`config.mk`:
```
export PLATFORM = sky130hd
export DESIGN_NAME = serial_wiper_ctrl
export DESIGN_NICKNAME = d
export VERILOG_FILES = /design/src/rtl/swc_pkg.sv /design/src/rtl/swc_sync.sv /design/src/rtl/swc_fsm.sv /design/src/rtl/swc_shreg.sv /design/src/rtl/swc_wiper_out.sv /design/src/rtl/serial_wiper_ctrl.sv
export SDC_FILE = /design/constraint.sdc
export NUM_CORES = 1
export LEC_CHECK = 0
export BUFFER_PORTS_ARGS = -buffer_cell sky130_fd_sc_hd__buf_2
export CAP_MARGIN = 5
export CELL_PAD_IN_SITES_DETAIL_PLACEMENT = 1
export CELL_PAD_IN_SITES_GLOBAL_PLACEMENT = 1
export CORE_MARGIN = 2
export CORE_UTILIZATION = 40
export CTS_CLUSTER_DIAMETER = 150
export CTS_CLUSTER_SIZE = 10
export DETAILED_ROUTE_END_ITERATION = 7
export PLACE_DENSITY = 0.75
export SLEW_MARGIN = 0
export SYNTH_ARGS = -nofsm -noshare
export SYNTH_HDL_FRONTEND = slang
export SYNTH_HIERARCHICAL = 1
export SYNTH_SLANG_ARGS = --single-unit
```
`constraint.sdc`:
```
create_clock -name clk -period 1.5 [get_ports clk]
set_input_delay 0.15 -clock clk [delete_from_list [all_inputs] [get_ports clk]]
set_output_delay 0.15 -clock clk [all_outputs]
set_load 0.03 [all_outputs]
```
`src/rtl/swc_pkg.sv`:
```
package swc_pkg;

    typedef enum logic [1:0] {
        ST_IDLE   = 2'd0,
        ST_ACTIVE = 2'd1,
        ST_COMMIT = 2'd2
    } swc_state_t;

endpackage

```
`src/rtl/swc_sync.sv`:
```
module swc_sync #(
    parameter int STAGES = 2,
    parameter int N      = 3
) (
    input  logic         clk,
    input  logic         rst_n,
    input  logic [N-1:0] async_in,
    output logic [N-1:0] sync_out
);

    initial begin
        if (STAGES < 2) $error("swc_sync: STAGES must be at least 2");
    end

    for (genvar b = 0; b < N; b++) begin : g_bit
        logic [STAGES-1:0] chain;

        always_ff @(posedge clk) begin
            if (!rst_n) begin
                chain <= '0;
            end else begin
                chain <= {chain[STAGES-2:0], async_in[b]};
            end
        end

        assign sync_out[b] = chain[STAGES-1];
    end

endmodule

```
`src/rtl/swc_fsm.sv`:
```
module swc_fsm
    import swc_pkg::*;
(
    input  logic       clk,
    input  logic       rst_n,
    input  logic       en_s,
    input  logic       pclk_s,
    output logic       shift_en,
    output logic       commit,
    output swc_state_t state
);

    logic       en_prev;
    logic       pclk_prev;
    logic       en_rise;
    logic       en_fall;
    logic       pclk_rise;
    swc_state_t state_nxt;

    assign en_rise   = en_s & ~en_prev;
    assign en_fall   = ~en_s & en_prev;
    assign pclk_rise = pclk_s & ~pclk_prev;

    // State register and edge history
    always_ff @(posedge clk) begin
        if (!rst_n) begin
            state     <= ST_IDLE;
            en_prev   <= 1'b0;
            pclk_prev <= 1'b0;
        end else begin
            state     <= state_nxt;
            en_prev   <= en_s;
            pclk_prev <= pclk_s;
        end
    end

    // Next state and outputs
    always_comb begin
        state_nxt = state;
        shift_en  = 1'b0;
        commit    = 1'b0;
        unique case (state)
            ST_IDLE: begin
                if (en_rise) state_nxt = ST_ACTIVE;
            end
            ST_ACTIVE: begin
                shift_en = pclk_rise & en_s;
                if (en_fall) state_nxt = ST_COMMIT;
            end
            ST_COMMIT: begin
                commit    = 1'b1;
                state_nxt = en_rise ? ST_ACTIVE : ST_IDLE;
            end
            default: begin
                state_nxt = ST_IDLE;
            end
        endcase
    end

endmodule

```
`src/rtl/swc_shreg.sv`:
```
module swc_shreg #(
    parameter int REG_W = 17
) (
    input  logic             clk,
    input  logic             rst_n,
    input  logic             shift_en,
    input  logic             din,
    output logic [REG_W-1:0] q
);

    always_ff @(posedge clk) begin
        if (!rst_n) begin
            q <= '0;
        end else if (shift_en) begin
            q <= {din, q[REG_W-1:1]};
        end
    end

endmodule

```
`src/rtl/swc_wiper_out.sv`:
```
module swc_wiper_out #(
    parameter int WIPER_W = 8,
    localparam int REG_W  = 2 * WIPER_W + 1
) (
    input  logic               clk,
    input  logic               rst_n,
    input  logic               commit,
    input  logic [REG_W-1:0]   reg_q,
    output logic [WIPER_W-1:0] wiper0_pos,
    output logic [WIPER_W-1:0] wiper1_pos,
    output logic               stack_sel
);

    logic [WIPER_W-1:0] w0_map;
    logic [WIPER_W-1:0] w1_map;

    // Wiper 1 MSB sits nearest bit 0; wiper 0 follows it.
    for (genvar j = 0; j < WIPER_W; j++) begin : g_map
        assign w1_map[WIPER_W-1-j] = reg_q[1+j];
        assign w0_map[WIPER_W-1-j] = reg_q[1+WIPER_W+j];
    end

    always_ff @(posedge clk) begin
        if (!rst_n) begin
            wiper0_pos <= '0;
            wiper1_pos <= '0;
            stack_sel  <= 1'b0;
        end else if (commit) begin
            wiper0_pos <= w0_map;
            wiper1_pos <= w1_map;
            stack_sel  <= reg_q[0];
        end
    end

endmodule

```
`src/rtl/serial_wiper_ctrl.sv`:
```
module serial_wiper_ctrl
    import swc_pkg::*;
#(
    parameter int WIPER_W     = 8,
    parameter int SYNC_STAGES = 2
) (
    input  logic               clk,
    input  logic               rst_n,
    input  logic               port_en,
    input  logic               port_clk,
    input  logic               port_dat,
    output logic               casc_out,
    output logic [WIPER_W-1:0] wiper0_pos,
    output logic [WIPER_W-1:0] wiper1_pos,
    output logic               stack_sel
);

    localparam int REG_W = 2 * WIPER_W + 1;

    logic [2:0]       sync_v;
    logic             en_s;
    logic             pclk_s;
    logic             dat_s;
    logic             shift_en;
    logic             commit;
    swc_state_t       state;
    logic [REG_W-1:0] shreg_q;

    swc_sync #(.STAGES(SYNC_STAGES), .N(3)) u_sync (
        .clk      (clk),
        .rst_n    (rst_n),
        .async_in ({port_dat, port_clk, port_en}),
        .sync_out (sync_v)
    );

    assign en_s   = sync_v[0];
    assign pclk_s = sync_v[1];
    assign dat_s  = sync_v[2];

    swc_fsm u_fsm (
        .clk      (clk),
        .rst_n    (rst_n),
        .en_s     (en_s),
        .pclk_s   (pclk_s),
        .shift_en (shift_en),
        .commit   (commit),
        .state    (state)
    );

    swc_shreg #(.REG_W(REG_W)) u_shreg (
        .clk      (clk),
        .rst_n    (rst_n),
        .shift_en (shift_en),
        .din      (dat_s),
        .q        (shreg_q)
    );

    swc_wiper_out #(.WIPER_W(WIPER_W)) u_out (
        .clk        (clk),
        .rst_n      (rst_n),
        .commit     (commit),
        .reg_q      (shreg_q),
        .wiper0_pos (wiper0_pos),
        .wiper1_pos (wiper1_pos),
        .stack_sel  (stack_sel)
    );

    assign casc_out = shreg_q[0];

endmodule

```
Word level (Yosys, flattened, before mapping)
Cells that the tools add are included.

Multipliers: 0. Shifts and indexed selects: 0. $lt $le $gt $ge: 0. Eq/ne operators: 4. Reduce and logical (&&, ||, !) cells: 2. $add $sub $neg: 0. Div/mod/pow operators: 0. Mux-type cells: 6. Bitwise logic cells: 7.

Operators with widths (number): case mux 2 bit (3 select lines) (1); AND 1 bit (4); two-way mux 2 bit (2); inequality test 2 x 1 -> 1 bit, second input constant (2); two-way mux 1 bit (3); NOT 1 bit (3); == test 2 x 1 -> 1 bit, second input constant (1); == test 2 bit, second input constant (1); logical NOT 2 bit (1); AND reduction 2 bit (1).

Latch bits: 0. Bits in read-only memories: 0. Register bits: 44. RAM bits: 0. Input bits: 5. Logic and storage cells: 29. Output and inout bits: 18. Memories kept: 0.

Longest topological paths before layout
Gate-level depths: netlist (run 1).

Depth after elaboration: 4. Mapped depth: 7. Depth with buffers taken out: 5.

Cells and area by module
The synthesis (run 1) kept the hierarchy.

Modules (own cells, without submodules): swc_shreg (cells an instance 54, instances 1, area an instance 651.9 um^2); swc_wiper_out (cells an instance 54, instances 1, area an instance 651.9 um^2); swc_sync (cells an instance 15, instances 1, area an instance 180.2 um^2); swc_fsm (cells an instance 15, instances 1, area an instance 161.4 um^2).

Least setup slack after synthesis (run 1)
OpenSTA, ideal clock, no wires.

Path type: reg2reg. Start point: register u_fsm.state[0]. End point: register u_shreg.q[10]. Path slack: 0.228 ns. Cell stages (with the launch flop): 8. Data required time: 1.384 ns. Buffers on the path: 2. Arrival: 1.156 ns. Setup time: 0.116 ns. Cell sequence: dfxtp_1 -> nor2b_4 -> nand3_1 -> nor2_1 -> buf_6 -> buf_12 -> mux2i_1 -> nor2b_1.

Cells in the longest elaborated chain, start to end: 2.

Ends and longest elaborated chain: start: declaration (RTL line swc_fsm.sv:10) `output swc_state_t state`; start signal: assignment (RTL line swc_fsm.sv:31) `state <= state_nxt;`; == test 2 x 1 -> 1 bit (RTL line swc_fsm.sv:42) `unique case (state)`; two-way mux 1 bit (RTL line swc_fsm.sv:42); via shift_en (RTL line serial_wiper_ctrl.sv:24) `logic shift_en;`; end signal: assignment (RTL line swc_shreg.sv:15) `q <= {din, q[REG_W-1:1]};`; end: declaration (RTL line swc_shreg.sv:8) `output logic [REG_W-1:0] q`.

The timed path passes the listed nets, and every way through them passes these cells. A chain may end at the register's enable or synchronous reset.

Worst setup path in the final report (run 1)
Start point: register u_fsm.state[0]. End point: register u_shreg.q[6].

The elaborated chain is that of the path after synthesis.

==> results of run 1 <==
==> cell type report <==
class	instances	area, µm²
fillers	441	2126
flip-flops and latches	44	880.8
multi-input cells	84	670.6
repair buffers	24	150.1
clock buffers	6	72.57
well taps	50	62.56
clock inverters	1	5.005
inverters	1	3.754
==> synthesized netlist by cell type <==
| master | instances | share of area [%] |
|---|---|---|
| a21boi_1 | 1 | 0.46 |
| and2_1 | 8 | 3.0 |
| and2b_2 | 1 | 0.53 |
| and4b_1 | 1 | 0.61 |
| buf_12 | 2 | 2.4 |
| buf_4 | 3 | 1.4 |
| buf_6 | 2 | 1.4 |
| clkbuf_1 | 2 | 0.46 |
| dfxtp_1 | 44 | 54 |
| inv_1 | 1 | 0.23 |
| mux2i_1 | 34 | 21 |
| nand3_1 | 1 | 0.30 |
| nand3b_1 | 1 | 0.46 |
| nor2_1 | 1 | 0.23 |
| nor2b_1 | 34 | 13 |
| nor2b_4 | 1 | 0.84 |
| o21ai_2 | 1 | 0.53 |
==> worst register-to-register path, stage by stage, from the launching register on <==
cell and delay [ps]:
dfxtp_1 340, nor2b_4 170, nand3_1 100, nor2_2 150, buf_12 190, mux2i_1 250, nor2b_1 60
==> per-layer routing <==
metal	wire length [µm]	GRT usage, %	vias up
met5	0	0	-
met4	32	6.000	0
met3	133	4.934	4
met2	1294	20.63	22
met1	1165	15.06	466
li1	-	-	492
==> final timing paths <==
kind,to,startpoint,depth (start not counted),slack (ps)
worst max-delay path,u_shreg/q[6],u_fsm/state[0],6,140
worst min register to register,u_sync/g_bit[0].chain[1],u_sync/g_bit[0].chain[0],1,440
worst min-delay path,u_sync/g_bit[0].chain[0],port_en,2,70
worst max register to register,u_shreg/q[6],u_fsm/state[0],6,140
==> per-stage QoR <==
step	hold WS [ps]	instance area, µm²	total power [µW]	cells
after floorplan	271.7	1645	1243	138
after global placement	350.6	1768	1252	203
after detailed placement	360.8	1768	1255	203
after CTS	52.33	1846	1941	210
after global routing	60.00	1846	1992	210
final	65.13	1846	1897	210
==> flip-flops by register name, indices dropped and copies added (netlist names) <==
name and count:
u_fsm/en_prev 1, u_fsm/pclk_prev 1, u_fsm/state 2, u_out/stack_sel 1, u_out/wiper0_pos 8, u_out/wiper1_pos 8, u_shreg/q 17, u_sync/g_bit.chain 6
==> kinds of logic (layout without fill, tap and decap cells) <==
kind of cell,Yosys count,after routing,share of synthesized area [%]
buffers and inverters,10,32,5.855
DFF,44,44,53.54
AOI/OAI and AO/OA,2,2,0.9889
muxes,34,34,20.68
and+or+nand+nor,48,48,18.93
==> power by group <==
| part | switching, µW | internal (µW) |
|---|---|---|
| Sequential | 4.69 | 1180 |
| Combinational | 18.2 | 25.7 |
| Clock | 354 | 316 |
==> impl_metrics.yaml, run 1 <==
layout:
  diodes: 0
  fin_util_pct: 46.47
  nNetsFinal: 165
  area_delta_synth_final_pct: 12.17
  final_cell_mix: "dfxtp_1 (44), mux2i_1 (34), nor2b_1 (34)"
  layout_commonest_cell: "dfxtp_1"
  drive_above_1_share_pct: 21.25
logic_synthesis:
  synthesis.nets: 143
  netlist_area_um2: 1645
  postSynthCellCount: 138
  ys_seq_elements: 44
  synth.avg_cell_area_um2: 11.92
  ys_seq_area_share_pct: 53.54
  yosysWarnings: 6
  synth_cell_type_count: 17
routing:
  ant_nets: 0
  wire_per_inst_um: 12.50
  firstDrtPassIters: 3
  drc: 0
  viasPerCell: 4.686
  num_vias: 984
  drtIter0Drc: 52
  routed_wl_um: 2625
power_and_ir_drop:
  ir_drop_mv: 0.4879
  power.leakage_uw: 0.0006504
  power_density_nw_per_um2: 1028
sta:
  final.setup.tns_ps: 0
  worst_slew_pin_slew_ps: 548.2
  slew_viol_final: 0
  max_slew_margin_pct: 63.45
  fmaxAchievable_ghz: 0.7365
  finalHoldViolCount: 0
  period_share_pct: 90.52
  fin_crit_ps: 1358
  rsz0062_at_grt: "false"
  final.setup.worst_slack_ps: 142.2
  setup_viol: 0
  skew_ps: 2.143
outcome:
  status: "finished clean"
clock_tree:
  cts_hold_buffers: 0
  cts.root.buffer_cell: "clkbuf_8"
  cts_setup_buffers: 0
  clock_path_buffers: 2
  htreeDepth: 2
  clk_pin_slew_ps: 70
  cts_tree: "built"
  clk_latency_ps: 280
  cts_resized: 0
  cts_buffers: 5
  clkSinkCount: 44
setup_path:
  worstSetupPathType: "flop to flop"
  required_ps: 1680
  worstPathCellList: "nor2b_4, nand3_1, nor2_2, buf_12, mux2i_1, nor2b_1"
  crit_fanout: 17
  arrival_ps: 1540
  cp_slowest_cell: "dfxtp_1"
  critical_path.top_delay_family: "simple AND/OR/NAND/NOR gates"
  cp.buffers_inverters: 1
  cpPeakStageDelay_ps: 340
  cp-end-kind: "flop"
  startpoint_type: "flop"
placed_design:
  pre_cts_ws_ps: 158.4
  gp_congestion: 0.6289
  hpwl_um: 1775
  io_buffers: 22
floorplanning:
  die_x_um: 68.14
  coreArea_um2: 3971
  rows: 23
  die_h_um: 68.14
  fp.dieArea_um2: 4642
  initial_utilization_pct: 41.43
  io_pins: 23
grt:
  grt.total_usage_pct: 12.85
  grt_pass1_vias: 979
  grt-ovfl-total: 0
  grt_max_degree: 45
  antenna_found_initial: 0
  grt_first_pass_wirelength_um: 4347
worst_hold_path:
  hp-class: "input port to flop"
job:
  drv_cap: 0
No activity file was read; power rests on OpenSTA's default activity.
==> inputs of run 2 (changes only) <==
CELL_PAD_IN_SITES_DETAIL_PLACEMENT = default   (was 1)
CELL_PAD_IN_SITES_GLOBAL_PLACEMENT = default   (was 1)
PLACE_DENSITY = 0.63   (was 0.75)
==> run 2 against run 1 <==
Maximum frequency is 1.6% higher. First-iteration DRC count is 31% lower. Setup slack improved by 22 ps. Register-to-register slack improved by 20 ps. Flip-flop and latch count is the same. Hold slack worse by 7.3 ps. Global-route usage shrank 0.88 points.
==> impl_metrics.yaml, run 2 (synthesized netlist as in run 1, its figures left out) <==
floorplanning:
  rows: 23
  initial_utilization_pct: 41.43
  die_h_um: 68.14
  io_pins: 23
  coreArea_um2: 3971
  fp.dieArea_um2: 4642
  die_x_um: 68.14
setup_path:
  worstSetupPathType: "flop to flop"
  arrival_ps: 1520
  required_ps: 1680
  cp-end-kind: "flop"
  r2r_start: "u_fsm/state[0]"
  crit_fanout: 17
  startpoint_type: "flop"
  startpoint: "u_fsm/state[0]"
layout:
  layout_commonest_cell: "dfxtp_1"
  final_cell_mix: "dfxtp_1 (44), mux2i_1 (34), nor2b_1 (34)"
  diodes: 0
  regMostFlops: "u_shreg/q"
  fin_cells: 211
  nNetsFinal: 165
  drive_above_1_share_pct: 21.12
  largest_register_ffs: 17
  final_cell_area_um2: 1858
  fill_cells: 376
  reg.largest.list: "u_shreg/q (17), u_out/wiper0_pos (8), u_out/wiper1_pos (8)"
  area_delta_synth_final_pct: 12.93
grt:
  antenna_found_initial: 0
  grt_max_degree: 45
  grt-ovfl-total: 0
  grt_pass1_vias: 885
  grt_first_pass_wirelength_um: 3919
  grt.total_usage_pct: 11.96
sta:
  finalHoldViolCount: 0
  max_slew_margin_pct: 62.94
  period_share_pct: 89.08
  whs_ps: 57.79
  fmaxAchievable_ghz: 0.7484
  setup_viol: 0
  fin_crit_ps: 1336
  slew_viol_final: 0
  skew_ps: 6.487
  rsz0062_at_grt: "false"
  worst_slew_pin_slew_ps: 555.8
  final.setup.tns_ps: 0
placed_design:
  dp.cells: 203
  gp_congestion: 0.6702
  place_area_um2: 1768
  io_buffers: 22
routing:
  routed_wl_um: 2386
  drc: 0
  drtIter0Drc: 36
  firstDrtPassIters: 4
  ant_nets: 0
  num_vias: 952
  viasPerCell: 4.512
  wire_per_inst_um: 11.31
worst_hold_path:
  min_from: "port_en"
  hp-class: "input port to flop"
clock_tree:
  clkSinkCount: 44
  cts_buffers: 5
  clk_pin_slew_ps: 70
  cts_resized: 0
  htreeDepth: 2
  clk_latency_ps: 290
  cts.root.buffer_cell: "clkbuf_8"
  cts_tree: "built"
  cts_hold_buffers: 0
  cts_setup_buffers: 0
  clock_path_buffers: 2
power_and_ir_drop:
  power_density_nw_per_um2: 1053
  power.leakage_uw: 0.0006548
  p_total_uw: 1957
  ir_drop_mv: 0.5765
job:
  drv_cap: 0
outcome:
  status: "finished clean"
-- run 2: changes by cell type in the layout (fill, tap and decap cells not counted) --
cell / before / now
clkbuf_8: 5 / 6
clkinv_2: 1 / 0
clkbuf_1: 1 / 2
-- run 2: routing by layer --
layer	share of wire (%)	GRT usage (%)	wire, µm
met1	46	13.37	1101
met2	46	19.17	1099
met3	5.1	3.947	121
met4	2.7	8.250	64
met5	0	0	0
-- run 2: final cells by class --
class                           count  area [µm²]  area share, %
Multi-Input combinational cell     84       670.6          36.09
Inverter                            1       3.754         0.2020
Tap cell                           50       62.56          3.367
Clock buffer                        8       90.09          4.848
Timing Repair Buffer               24       150.1          8.081
Sequential cell                    44       880.8          47.41
-- run 2: metrics by stage --
step / worst slack, ps / util, %
finish: 163.9 / 46.79
global route: 46.69 / 46.79
CTS: 145.5 / 46.79
detailed placement: 176.7 / 44.52
global placement: 248.7 / 44.52
floorplan: 228.3 / -
-- run 2: worst paths after layout --
check / endpoint / slack, ps / cells after the start
setup / recovery: u_shreg/q[12] / 160 / 6
hold / removal: u_sync/g_bit[0].chain[0] / 60 / 2
setup reg to reg: u_shreg/q[12] / 160 / 6
hold reg to reg: u_sync/g_bit[2].chain[1] / 440 / 1
-- run 2: power breakdown --
group          switching (µW)  total (µW)  internal, µW
combinational            18.4        44.1          25.7
clock                     356         731           375
sequential               4.32        1180          1180
-- run 2: critical path, stage by stage, from the launching register on --
cell,delay (ps)
dfxtp_1,340
nor2b_4,170
nand3_1,100
nor2_2,140
buf_12,180
mux2i_1,220
nor2b_1,70
